File: src/rtl/dual_sar_sequencer.sv
module dual_sar_sequencer #(
  parameter int W          = 16,
  parameter int CONV_A_NRM = 5,
  parameter int CONV_B_NRM = 7,
  parameter int ACQ_NRM    = 3,
  parameter int CONV_A_LP  = 9,
  parameter int CONV_B_LP  = 6,
  parameter int ACQ_LP     = 5
) (
  input  logic         clk,
  input  logic         rst,
  input  logic         start_n,
  input  logic         pair_sel,
  input  logic         low_power,
  input  logic         power_down,
  input  logic         chan_sel,
  input  logic [W-1:0] sample_a,
  input  logic [W-1:0] sample_b,
  output logic         busy,
  output logic         eoc,
  output logic         hold,
  output logic         latch_stb,
  output logic         sampled_pair,
  output logic         data_oe,
  output logic [W-1:0] data_out
);
  localparam int M1   = CONV_A_NRM > CONV_B_NRM ? CONV_A_NRM : CONV_B_NRM;
  localparam int M2   = CONV_A_LP > CONV_B_LP ? CONV_A_LP : CONV_B_LP;
  localparam int M3   = ACQ_NRM > ACQ_LP ? ACQ_NRM : ACQ_LP;
  localparam int M12  = M1 > M2 ? M1 : M2;
  localparam int MAXN = M12 > M3 ? M12 : M3;
  localparam int CW   = $clog2(MAXN + 1);

  typedef enum logic [1:0] {S_ACQ, S_CA, S_GAP, S_CB} st_t;

  st_t           st;
  logic [CW-1:0] cnt;
  logic          start_q, pend, mode_q;
  logic [W-1:0]  res_a, res_b;

  wire           fall     = start_q & ~start_n;
  wire [CW-1:0]  acq_len  = low_power ? CW'(ACQ_LP) : CW'(ACQ_NRM);
  wire [CW-1:0]  len_a    = mode_q ? CW'(CONV_A_LP) : CW'(CONV_A_NRM);
  wire [CW-1:0]  len_b    = mode_q ? CW'(CONV_B_LP) : CW'(CONV_B_NRM);
  wire           acq_done = (st == S_ACQ) && (cnt >= acq_len);
  wire           trig     = fall | pend | (low_power & ~start_n);
  wire           go       = acq_done & trig & ~power_down;

  always_ff @(posedge clk or posedge rst) begin
    if (rst) begin
      st           <= S_ACQ;
      cnt          <= CW'(1);
      start_q      <= 1'b1;
      pend         <= 1'b0;
      mode_q       <= 1'b0;
      res_a        <= '0;
      res_b        <= '0;
      sampled_pair <= 1'b0;
      latch_stb    <= 1'b0;
    end else begin
      start_q   <= start_n;
      latch_stb <= 1'b0;
      case (st)
        S_ACQ: begin
          if (go) begin
            st           <= S_CA;
            cnt          <= CW'(1);
            mode_q       <= low_power;
            sampled_pair <= pair_sel;
            pend         <= 1'b0;
          end else begin
            if (cnt < acq_len) cnt <= cnt + CW'(1);
            if (power_down) pend <= 1'b0;
            else if (fall) pend <= 1'b1;
          end
        end
        S_CA: begin
          if (cnt == len_a) begin
            res_a <= sample_a;
            st    <= S_GAP;
          end else cnt <= cnt + CW'(1);
        end
        S_GAP: begin
          st  <= S_CB;
          cnt <= CW'(1);
        end
        default: begin
          if (cnt == len_b) begin
            res_b     <= sample_b;
            st        <= S_ACQ;
            cnt       <= CW'(1);
            latch_stb <= 1'b1;
          end else cnt <= cnt + CW'(1);
        end
      endcase
    end
  end

  assign busy     = (st != S_ACQ);
  assign eoc      = (st == S_CA) || (st == S_CB);
  assign hold     = busy;
  assign data_oe  = ~rst;
  assign data_out = rst ? '0 : (chan_sel ? res_a : res_b);

  assert_start_after_acq_R8: assert property (@(posedge clk) disable iff (rst)
    $rose(busy) |-> $past(cnt >= acq_len));
  assert_no_start_in_pd_R10: assert property (@(posedge clk) disable iff (rst)
    $rose(busy) |-> !$past(power_down));
  assert_start_holds_R2: assert property (@(posedge clk) disable iff (rst)
    $rose(busy) |-> (eoc && hold));
  assert_pair_kept_R2: assert property (@(posedge clk) disable iff (rst)
    (busy && $past(busy)) |-> $stable(sampled_pair));
  assert_gap_one_cycle_R3: assert property (@(posedge clk) disable iff (rst)
    ($fell(eoc) && busy) |=> eoc);
  assert_res_a_at_end_a_R4: assert property (@(posedge clk) disable iff (rst)
    !$stable(res_a) |-> $past(st == S_CA));
  assert_res_b_with_strobe_R4: assert property (@(posedge clk) disable iff (rst)
    !$stable(res_b) |-> latch_stb);
  assert_strobe_after_busy_R5: assert property (@(posedge clk) disable iff (rst)
    latch_stb |-> (!busy && $past(busy)));
  assert_strobe_single_R5: assert property (@(posedge clk) disable iff (rst)
    latch_stb |=> !latch_stb);
endmodule

File: config.mk
export PLATFORM = sky130hd
export DESIGN_NAME = dual_sar_sequencer
export DESIGN_NICKNAME = d
export VERILOG_FILES = /design/src/rtl/dual_sar_sequencer.sv
export SDC_FILE = /design/constraint.sdc
export NUM_CORES = 1
export LEC_CHECK = 0
export BUFFER_PORTS_ARGS = -buffer_cell sky130_fd_sc_hd__buf_2
export CORE_MARGIN = 5
export CORE_UTILIZATION = 47
export DETAILED_ROUTE_END_ITERATION = 8
export HOLD_SLACK_MARGIN = 0.03
export PLACE_DENSITY = 0.75
export RECOVER_POWER = 50
export SYNTH_ARGS = -nofsm -noshare
export SYNTH_HDL_FRONTEND = slang
export SYNTH_SLANG_ARGS = --single-unit
File: constraint.sdc
create_clock -name clk -period 2.05 [get_ports clk]
set_input_delay 0.1025 -clock clk [delete_from_list [all_inputs] [get_ports clk]]
set_output_delay 0.1025 -clock clk [all_outputs]
set_load 0.05 [all_outputs]
==> results_dict.tcl, run 1 <==
set metrics [dict create \
    outcome "completed" \
    setup_viol 0 \
    antenna_found_initial 0 \
    clkPwrFrac 0.143 \
    worstMarginPinSlew_ns 1.04 \
    ys_warn_count 0 \
    place_area_sq_mm 0.00263 \
    avgSynthCellArea_sq_um 12.3 \
    gr-total-overflow 0 \
    max-slew-margin-rel 0.306 \
    arrival_ns 2.08 \
    cts_buffers 5 \
    finalClockSkew_ns 0.00229 \
    layout.nets 306 \
    rows 25 \
    grt_usage 0.157 \
    drtAntennaViolNets 0 \
    power.leakage_nw 1.37 \
    n_antenna_cell 0 \
    drt-total-wl_microns 4700 \
    hold_class "in2reg" \
    irDropWorstVdd_v 0.000901 \
    place_congestion 0.834 \
    port_buffers 60 \
    cts.clk_slew.worst_paths_ns 0.08 \
    fp.dieArea_sq_mm 0.00622 \
    grt_max_degree 44 \
    powerDensity_mw_per_mm2 1310 \
    synthArstFlopShare 1.00 \
    worst_path_max_delay_cell "dfrtp_1" \
    min_period_over_period 0.923 \
    worstPathMaxFanout 5 \
    p_int_mw 2.18 \
    cp_cell_sequence "ha_1, a211oi_1, nand2_1, a21oi_2, o211ai_1, o311ai_1" \
    whs_ns 0.0394 \
    drtIter0Drc 77 \
    ys_types 37 \
    cp.required_ns 2.24 \
    tns_ns 0 \
    drcViolationCount 0 \
    area_growth_pct 26.4 \
    ys_ff_latch 43 \
    synth_ff_type "dfrtp_1" \
    cts.path.max_buffers 2 \
    post-route-cell-area_sq_mm 0.00282 \
    drive_gt1_frac 0.425 \
    vias_per_cell 5.17 \
    netlist_instances 182 \
    synth_area_sq_mm 0.00223 \
    fmax_mhz 528 \
    drv_slew 0 \
    wl_per_cell_microns 15.0 \
    layout_commonest_cell "buf_2" \
    core_sq_mm 0.00466 \
    post-route-min-period_ns 1.89 \
    worstSetupEndpointType "flop" \
    die_h_microns 78.9 \
    crit_type "reg2reg" \
    cap_violations 0 \
    p_total_mw 3.69 \
    vias 1617 \
    start_util 0.479 \
    power.switching_mw 1.51 \
    ioPinCount 61 \
    clkLatencyLatePin_ns 0.29 \
    seqPwrFrac 0.380 \
    tritoncts "built" \
    final_cell_mix "buf_2 (49), dfrtp_1 (41), mux2_2 (25)" \
    htreeDepth 2 \
    grt_pass1_vias 1609 \
    ys_seq_area_frac 0.483 \
    rsz0062_at_grt "no" \
    synth_fp_nets 230 \
    final_hold_viol_count 0 \
    reg2reg_slack_ns 0.16 \
    root_buffer "clkbuf_8" \
    cts_sinks 43 \
    dr.pass1.iters 4 \
    grt_pass1_wl_microns 7600 \
    dp_hpwl_microns 3390 \
    critPathMaxStageDelay_ns 0.42 \
    pwr-share-comb 0.477 \
    switching_share 0.408 \
    die_w_microns 78.9 \
    synth-edff-count 0 \
    start_kind "flop" \
]
## power by group through the flow
stage | clock network, mW | logic, mW | registers [mW]
after detailed placement | 0 | 1.75 | 1.41
after global placement | 0 | 1.72 | 1.40
after CTS | 0.546 | 1.77 | 1.40
after global routing | 0.585 | 1.90 | 1.45
final | 0.528 | 1.76 | 1.40
after floorplan | 0 | 1.39 | 1.39
## critical path, delay by kind of cell, from the launching register on
kind / cells / cell delay [ns]
AND/OR/NAND/NOR: 1 / 0.14
AO/OA/AOI/OAI: 4 / 0.90
flip-flops: 1 / 0.42
adder cells (fa/ha/maj): 1 / 0.30
## worst paths after layout
kind	startpoint	end	cells past startpoint
max in group asynchronous	rst	res_a[5]	3
min in group asynchronous	rst	res_a[13]	3
setup / recovery	cnt[2]	cnt[2]	6
hold / removal	sample_b[11]	res_b[11]	2
hold reg to reg	res_a[8]	res_a[8]	1
setup reg to reg	cnt[2]	cnt[2]	6
## per-layer routing
layer  routed length [microns]  up-vias  GRT usage
met5                         0        -          0
met4                        34        0     0.0481
met3                       370        4     0.0544
met2                      2160       54      0.242
met1                      2140      770      0.209
li1                          -      789          -
## timing repair
action,4_1_cts,5_1_grt
gates resized for setup,0,1
hold endpoints to repair,7,5
hold buffers,7,5
setup endpoints to repair,0,1
buffers inserted,0,0
## synth_stat cells, drive strengths merged, types with 3 or more instances
master | number | area share
a21oi | 6 | 0.015
nand2 | 6 | 0.011
ha | 9 | 0.050
inv | 11 | 0.019
clkbuf | 4 | 0.0067
and2 | 3 | 0.0084
dfrtp | 41 | 0.46
mux2i | 16 | 0.072
buf | 5 | 0.022
o32ai | 3 | 0.012
mux2 | 35 | 0.19
nor2 | 18 | 0.030
## per-stage QoR
stage          utilization  cells  setup slack, ns
2_1_floorplan            -    182          0.00151
3_3_place_gp         0.565    293            0.196
3_5_place_dp         0.565    293           0.0766
4_1_cts              0.598    308           0.0628
5_1_grt              0.605    313          0.00598
6_report             0.605    313            0.157
## cell type report
cell class | count | area [sq um]
timing repair buffer | 78 | 462
sequential | 43 | 1080
inverter | 11 | 45.0
clock buffer | 6 | 72.6
clock inverter | 2 | 12.5
tap | 54 | 67.6
multi-input combinational | 119 | 1080
fill | 387 | 1840
## sequential cells by signal, indices dropped and copies added (netlist names)
register / flops
res_a: 16
res_b: 16
cnt: 4
st: 2
latch_stb: 1
mode_q: 1
pend: 1
sampled_pair: 1
start_q: 1
## kinds of logic after synthesis
| kind of cell | after synthesis | share of synthesized area |
|---|---|---|
| flops | 43 | 0.483 |
| mux | 51 | 0.264 |
| buf+inv | 20 | 0.0471 |
| simple gates | 35 | 0.0729 |
| fa+ha+maj | 9 | 0.0505 |
| compound gates | 23 | 0.0785 |
| xor+xnor | 1 | 0.00393 |
No activity file was read; power rests on OpenSTA's default activity.
==> run 2, diff against run 1 <==
--- a/config.mk
+++ b/config.mk
@@ -12,6 +12,7 @@
 export HOLD_SLACK_MARGIN = 0.03
 export PLACE_DENSITY = 0.75
 export RECOVER_POWER = 50
+export REMOVE_ABC_BUFFERS = 1
 export SYNTH_ARGS = -nofsm -noshare
 export SYNTH_HDL_FRONTEND = slang
 export SYNTH_SLANG_ARGS = --single-unit
==> results_dict.tcl, run 2 (synthesis results as in run 1) <==
set metrics [dict create \
    vias_per_cell 5.25 \
    hold_class "in2reg" \
    htreeDepth 2 \
    drcViolationCount 0 \
    grt_pass1_wl_microns 8050 \
    reg.largest.list "res_a: 16 flops, res_b: 16 flops, cnt: 4 flops" \
    drt-total-wl_microns 4790 \
    post-route-cell-area_sq_mm 0.00275 \
    gr-total-overflow 0 \
    final_hold_viol_count 0 \
    vias 1608 \
    core_sq_mm 0.00466 \
    root_buffer "clkbuf_8" \
    clkLatencyLatePin_ns 0.29 \
    worstSetupEndpointType "flop" \
    ioPinCount 61 \
    die_h_microns 78.9 \
    setup_viol 0 \
    wl_per_cell_microns 15.6 \
    cts.clk_slew.worst_paths_ns 0.08 \
    grt_usage 0.165 \
    rsz0062_at_grt "no" \
    drv_slew 0 \
    utilization 0.590 \
    layout_commonest_cell "buf_2" \
    arrival_ns 2.04 \
    port_buffers 60 \
    power.leakage_nw 1.35 \
    drtIter0Drc 26 \
    die_w_microns 78.9 \
    met1_usage 0.221 \
    post-route-min-period_ns 1.85 \
    place_congestion 0.867 \
    cts.path.max_buffers 2 \
    fill_cells 401 \
    antenna_found_initial 0 \
    gr-usage-met3 0.0374 \
    outcome "completed" \
    cts_setup_buffers 0 \
    dp_slack_ns 0.0761 \
    grt_busiest_layer "met2" \
    grt_max_degree 44 \
    cp.required_ns 2.23 \
    area_growth_pct 23.2 \
    cts_buffers 5 \
    max-slew-margin-rel 0.305 \
    worst_slack_ns 0.196 \
    finalClockSkew_ns 0.00411 \
    worstMarginPinSlew_ns 1.04 \
    cts_sinks 43 \
    tritoncts "built" \
    worstPathMaxFanout 4 \
    irDropWorstVdd_v 0.000854 \
    layout.nets 300 \
    drtAntennaViolNets 0 \
    fp.dieArea_sq_mm 0.00622 \
    crit_type "reg2reg" \
    powerDensity_mw_per_mm2 1350 \
    fmax_mhz 539 \
    final_cell_mix "buf_2 (48), dfrtp_1 (41), mux2_2 (26)" \
    place_area_sq_mm 0.00261 \
    grt_pass1_vias 1694 \
    dr.pass1.iters 4 \
    met2_usage 0.272 \
    drive_gt1_frac 0.417 \
    n_antenna_cell 0 \
    start_util 0.479 \
    cap_violations 0 \
    dp_hpwl_microns 3510 \
    min_period_over_period 0.905 \
    rows 25 \
    start_kind "flop" \
]
==> run 2: worst paths after layout <==
| kind | start | endpoint | slack (ns) | cells after the start |
|---|---|---|---|---|
| worst max-delay path | cnt[2] | st[1] | 0.20 | 6 |
| worst min-delay path | sample_b[12] | res_b[12] | 0.04 | 2 |
| worst max register to register | cnt[2] | st[1] | 0.20 | 6 |
| worst min register to register | res_b[7] | res_b[7] | 0.51 | 1 |
| max in group asynchronous | rst | res_a[1] | 0.89 | 3 |
| min in group asynchronous | rst | latch_stb | 0.52 | 3 |
==> run 2: power breakdown <==
part           switching, mW  internal (mW)  leakage, nW
Sequential             0.221           1.19        0.510
Clock                  0.275          0.357       0.0513
Combinational          0.972          0.707        0.793
==> run 2: final cells by class <==
cell class / instances / area [sq um] / area share
flip-flops and latches: 43 / 1080 / 0.392
multi-input cells: 119 / 1060 / 0.387
repair buffers: 72 / 395 / 0.144
clock buffers: 6 / 72.6 / 0.0264
well taps: 54 / 67.6 / 0.0246
inverters: 11 / 41.3 / 0.0150
clock inverters: 1 / 30.0 / 0.0109
==> run 2: repair_timing <==
| item | CTS | global route |
|---|---|---|
| endpoints found under the hold margin | 4 | 0 |
| setup endpoints to repair | 0 | 5 |
| hold buffers | 4 | 0 |
| gates resized for setup | 0 | 4 |
==> run 2: critical path: stages (launching register included) <==
cell	delay, ns
dfrtp_1	0.41
ha_1	0.30
a211oi_1	0.27
nand2_1	0.16
a21oi_2	0.24
nor2_1	0.10
mux2_2	0.28
==> run 2: stage by stage <==
stage          instances  setup TNS [ns]  power (mW)  hold WS (ns)
5_1_grt              306               0        3.98        0.0341
2_1_floorplan        173           -2.49        2.65         0.107
6_report             306               0        3.72        0.0381
4_1_cts              306               0        3.73        0.0300
3_3_place_gp         295               0        3.03         0.226
3_5_place_dp         295               0        3.08         0.227
==> run 2: layer usage <==
metal / wire [microns] / share of wire
met5: 0 / 0
met4: 53 / 0.011
met3: 276 / 0.058
met2: 2230 / 0.47
met1: 2230 / 0.47
==> run 3, diff against run 2 <==
--- a/config.mk
+++ b/config.mk
@@ -5,6 +5,7 @@
 export SDC_FILE = /design/constraint.sdc
 export NUM_CORES = 1
 export LEC_CHECK = 0
+export ABC_AREA = 1
 export BUFFER_PORTS_ARGS = -buffer_cell sky130_fd_sc_hd__buf_2
 export CORE_MARGIN = 5
 export CORE_UTILIZATION = 47
==> results_dict.tcl, run 3 <==
set metrics [dict create \
    cts.clk_slew.worst_paths_ns 0.08 \
    drcViolationCount 0 \
    cts_buffers 5 \
    post-route-min-period_ns 1.84 \
    worstPathMaxFanout 36 \
    ys_ff_latch 43 \
    outcome "completed" \
    clkLatencyLatePin_ns 0.29 \
    synth_area_sq_mm 0.00225 \
    crit_type "in2out" \
    dp_hpwl_microns 3590 \
    min_from "sample_a[6]" \
    reg2reg_slack_ns 0.22 \
    grt_pass1_vias 1833 \
    drtIter0Drc 98 \
    min_period_over_period 0.898 \
    cp.required_ns 1.95 \
    ys_warn_count 0 \
    grt_max_degree 37 \
    worstSetupEndpointType "output port" \
    worst_r2r_endpoint "st[0]" \
    rows 25 \
    post-route-cell-area_sq_mm 0.00286 \
    dp_cells 360 \
    yosys.area.top_type_share 0.455 \
    seqPwrFrac 0.391 \
    power.switching_mw 1.59 \
    cp_common_cell "buf_2" \
    power.leakage_nw 1.53 \
    fp.dieArea_sq_mm 0.00628 \
    tritoncts "built" \
    die_h_microns 79.2 \
    drv_slew 0 \
    n_antenna_cell 0 \
    tns_ns 0 \
    layoutNonFillerInstCount 385 \
    ys_seq_area_frac 0.479 \
    hold_end "res_a[6]" \
    cts_sinks 43 \
    grt_usage 0.163 \
    fmax_mhz 543 \
    drive_gt1_frac 0.290 \
    irDropWorstVdd_v 0.000866 \
    worstMarginPinSlew_ns 0.624 \
    pwr-share-comb 0.471 \
    worstRegToRegCells 9 \
    layout.nets 378 \
    final_cell_mix "buf_2 (57), nand2_1 (48), dfrtp_1 (41)" \
    synth_ff_type "dfrtp_1" \
    r2r_start "cnt[1]" \
    layout_commonest_cell "buf_2" \
    ys_types 27 \
    p_int_mw 2.12 \
    dr.pass1.iters 4 \
    wl_per_cell_microns 12.7 \
    cp_cell_sequence "dlygate4sd3_1, buf_2, clkinv_2, o21ai_0, a21oi_1, buf_2" \
    crit_buf_inv 4 \
    vias 1890 \
    ioPinCount 61 \
    rsz0062_at_grt "no" \
    drtAntennaViolNets 0 \
    arrival_ns 1.74 \
    netlist_instances 244 \
    cts_setup_buffers 0 \
    max-slew-margin-rel 0.581 \
    critPathTopFamily "buffers and inverters" \
    root_buffer "clkbuf_8" \
    cap_violations 0 \
    antenna_found_initial 0 \
    yosysMostFrequentCell "nand2_1" \
    grt_pass1_wl_microns 8130 \
    die_w_microns 79.2 \
    cts.path.max_buffers 2 \
    setup_viol 0 \
    synth-edff-count 0 \
    hold_class "in2reg" \
    htreeDepth 2 \
    synthArstFlopShare 1.00 \
    critPathMaxStageDelay_ns 0.53 \
    drt-total-wl_microns 4890 \
    port_buffers 60 \
    avgSynthCellArea_sq_um 9.24 \
    place_area_sq_mm 0.00264 \
    gr-total-overflow 0 \
    start_util 0.480 \
    start_kind "input port" \
    vias_per_cell 4.91 \
    core_sq_mm 0.00469 \
    synthTopCellsByArea "dfrtp_1 (46%), nand2_1 (8.0%), o21ai_0 (7.6%)" \
    min_path_cells 2 \
    synth_top_cell_by_area "dfrtp_1" \
    reg.largest.list "res_a: 16 flops, res_b: 16 flops, cnt: 4 flops" \
    netlist_top_cells_count "nand2_1 (48), dfrtp_1 (41), inv_1 (35)" \
    finalClockSkew_ns 0.00875 \
    final_hold_viol_count 0 \
    area_growth_pct 26.7 \
    clkPwrFrac 0.138 \
    switching_share 0.429 \
    worst_path_max_delay_cell "dlygate4sd3_1" \
    powerDensity_mw_per_mm2 1300 \
    place_congestion 0.870 \
]
run 3: cell types whose count changed after synthesis, sizes merged, moves of 4 or more:
cell,previous run,this run
nand3,2,6
inv,11,36
mux2,35,22
o21ai,2,35
mux2i,16,0
a21oi,6,11
nand2,6,49
run 3: power groups by stage:
stage	Sequential (mW)	Clock, mW	Combinational (mW)
5_1_grt	1.50	0.585	1.93
4_1_cts	1.45	0.542	1.77
6_report	1.45	0.512	1.75
3_3_place_gp	1.45	0	1.70
3_5_place_dp	1.47	0	1.74
2_1_floorplan	1.44	0	1.36
run 3: metrics by stage:
step | hold WS (ns) | utilization | power (mW) | setup slack, ns
2_1_floorplan | 0.107 | - | 2.80 | -0.575
3_3_place_gp | 0.190 | 0.563 | 3.15 | 0.368
3_5_place_dp | 0.197 | 0.563 | 3.21 | 0.315
4_1_cts | 0.0321 | 0.611 | 3.77 | 0.0775
5_1_grt | 0.0304 | 0.609 | 4.01 | 0.0661
6_report | 0.0432 | 0.609 | 3.71 | 0.209
run 3: per-layer routing:
metal  share of wire  vias to the layer above  global-route usage
met3           0.059                        7              0.0431
met4          0.0094                        0              0.0378
met2            0.47                       53               0.277
li1                -                      957                   -
met1            0.46                      873               0.208
met5               0                        -                   0
run 3: how the worst max path moves through the flow:
stage / startpoint / slack, ns / cells after the start / end
final: rst / 0.21 / 6 / data_out[5]
after global routing: cnt[0] / 0.07 / 6 / res_b[12]
after CTS: rst / 0.08 / 6 / data_out[5]
after detailed placement: cnt[0] / 0.31 / 7 / cnt[3]
after global placement: cnt[1] / 0.37 / 10 / st[0]
after floorplan: rst / -0.58 / 3 / data_out[10]
run 3: layout make-up:
type	instances	area (sq um)
Tap cell	54	67.6
Clock inverter	2	12.5
Multi-Input combinational cell	157	976
Inverter	37	140
Fill cell	429	1840
Sequential cell	43	1080
Timing Repair Buffer	86	508
Clock buffer	6	72.6
run 3: kinds of logic (layout without fill, tap and decap cells):
logic type,count (synthesis),after routing,share of synthesized area
xor+xnor,2,2,0.00777
fa+ha+maj,9,9,0.0500
buf+inv,44,131,0.0833
mux,22,22,0.125
compound gates,49,49,0.112
flops,43,43,0.479
simple gates,75,75,0.144
run 3: repair_timing:
action                                 4_1_cts  5_1_grt
setup endpoints to repair                    0       12
endpoints found under the hold margin       26        3
resized for setup                            0        1
hold buffers                                14        3
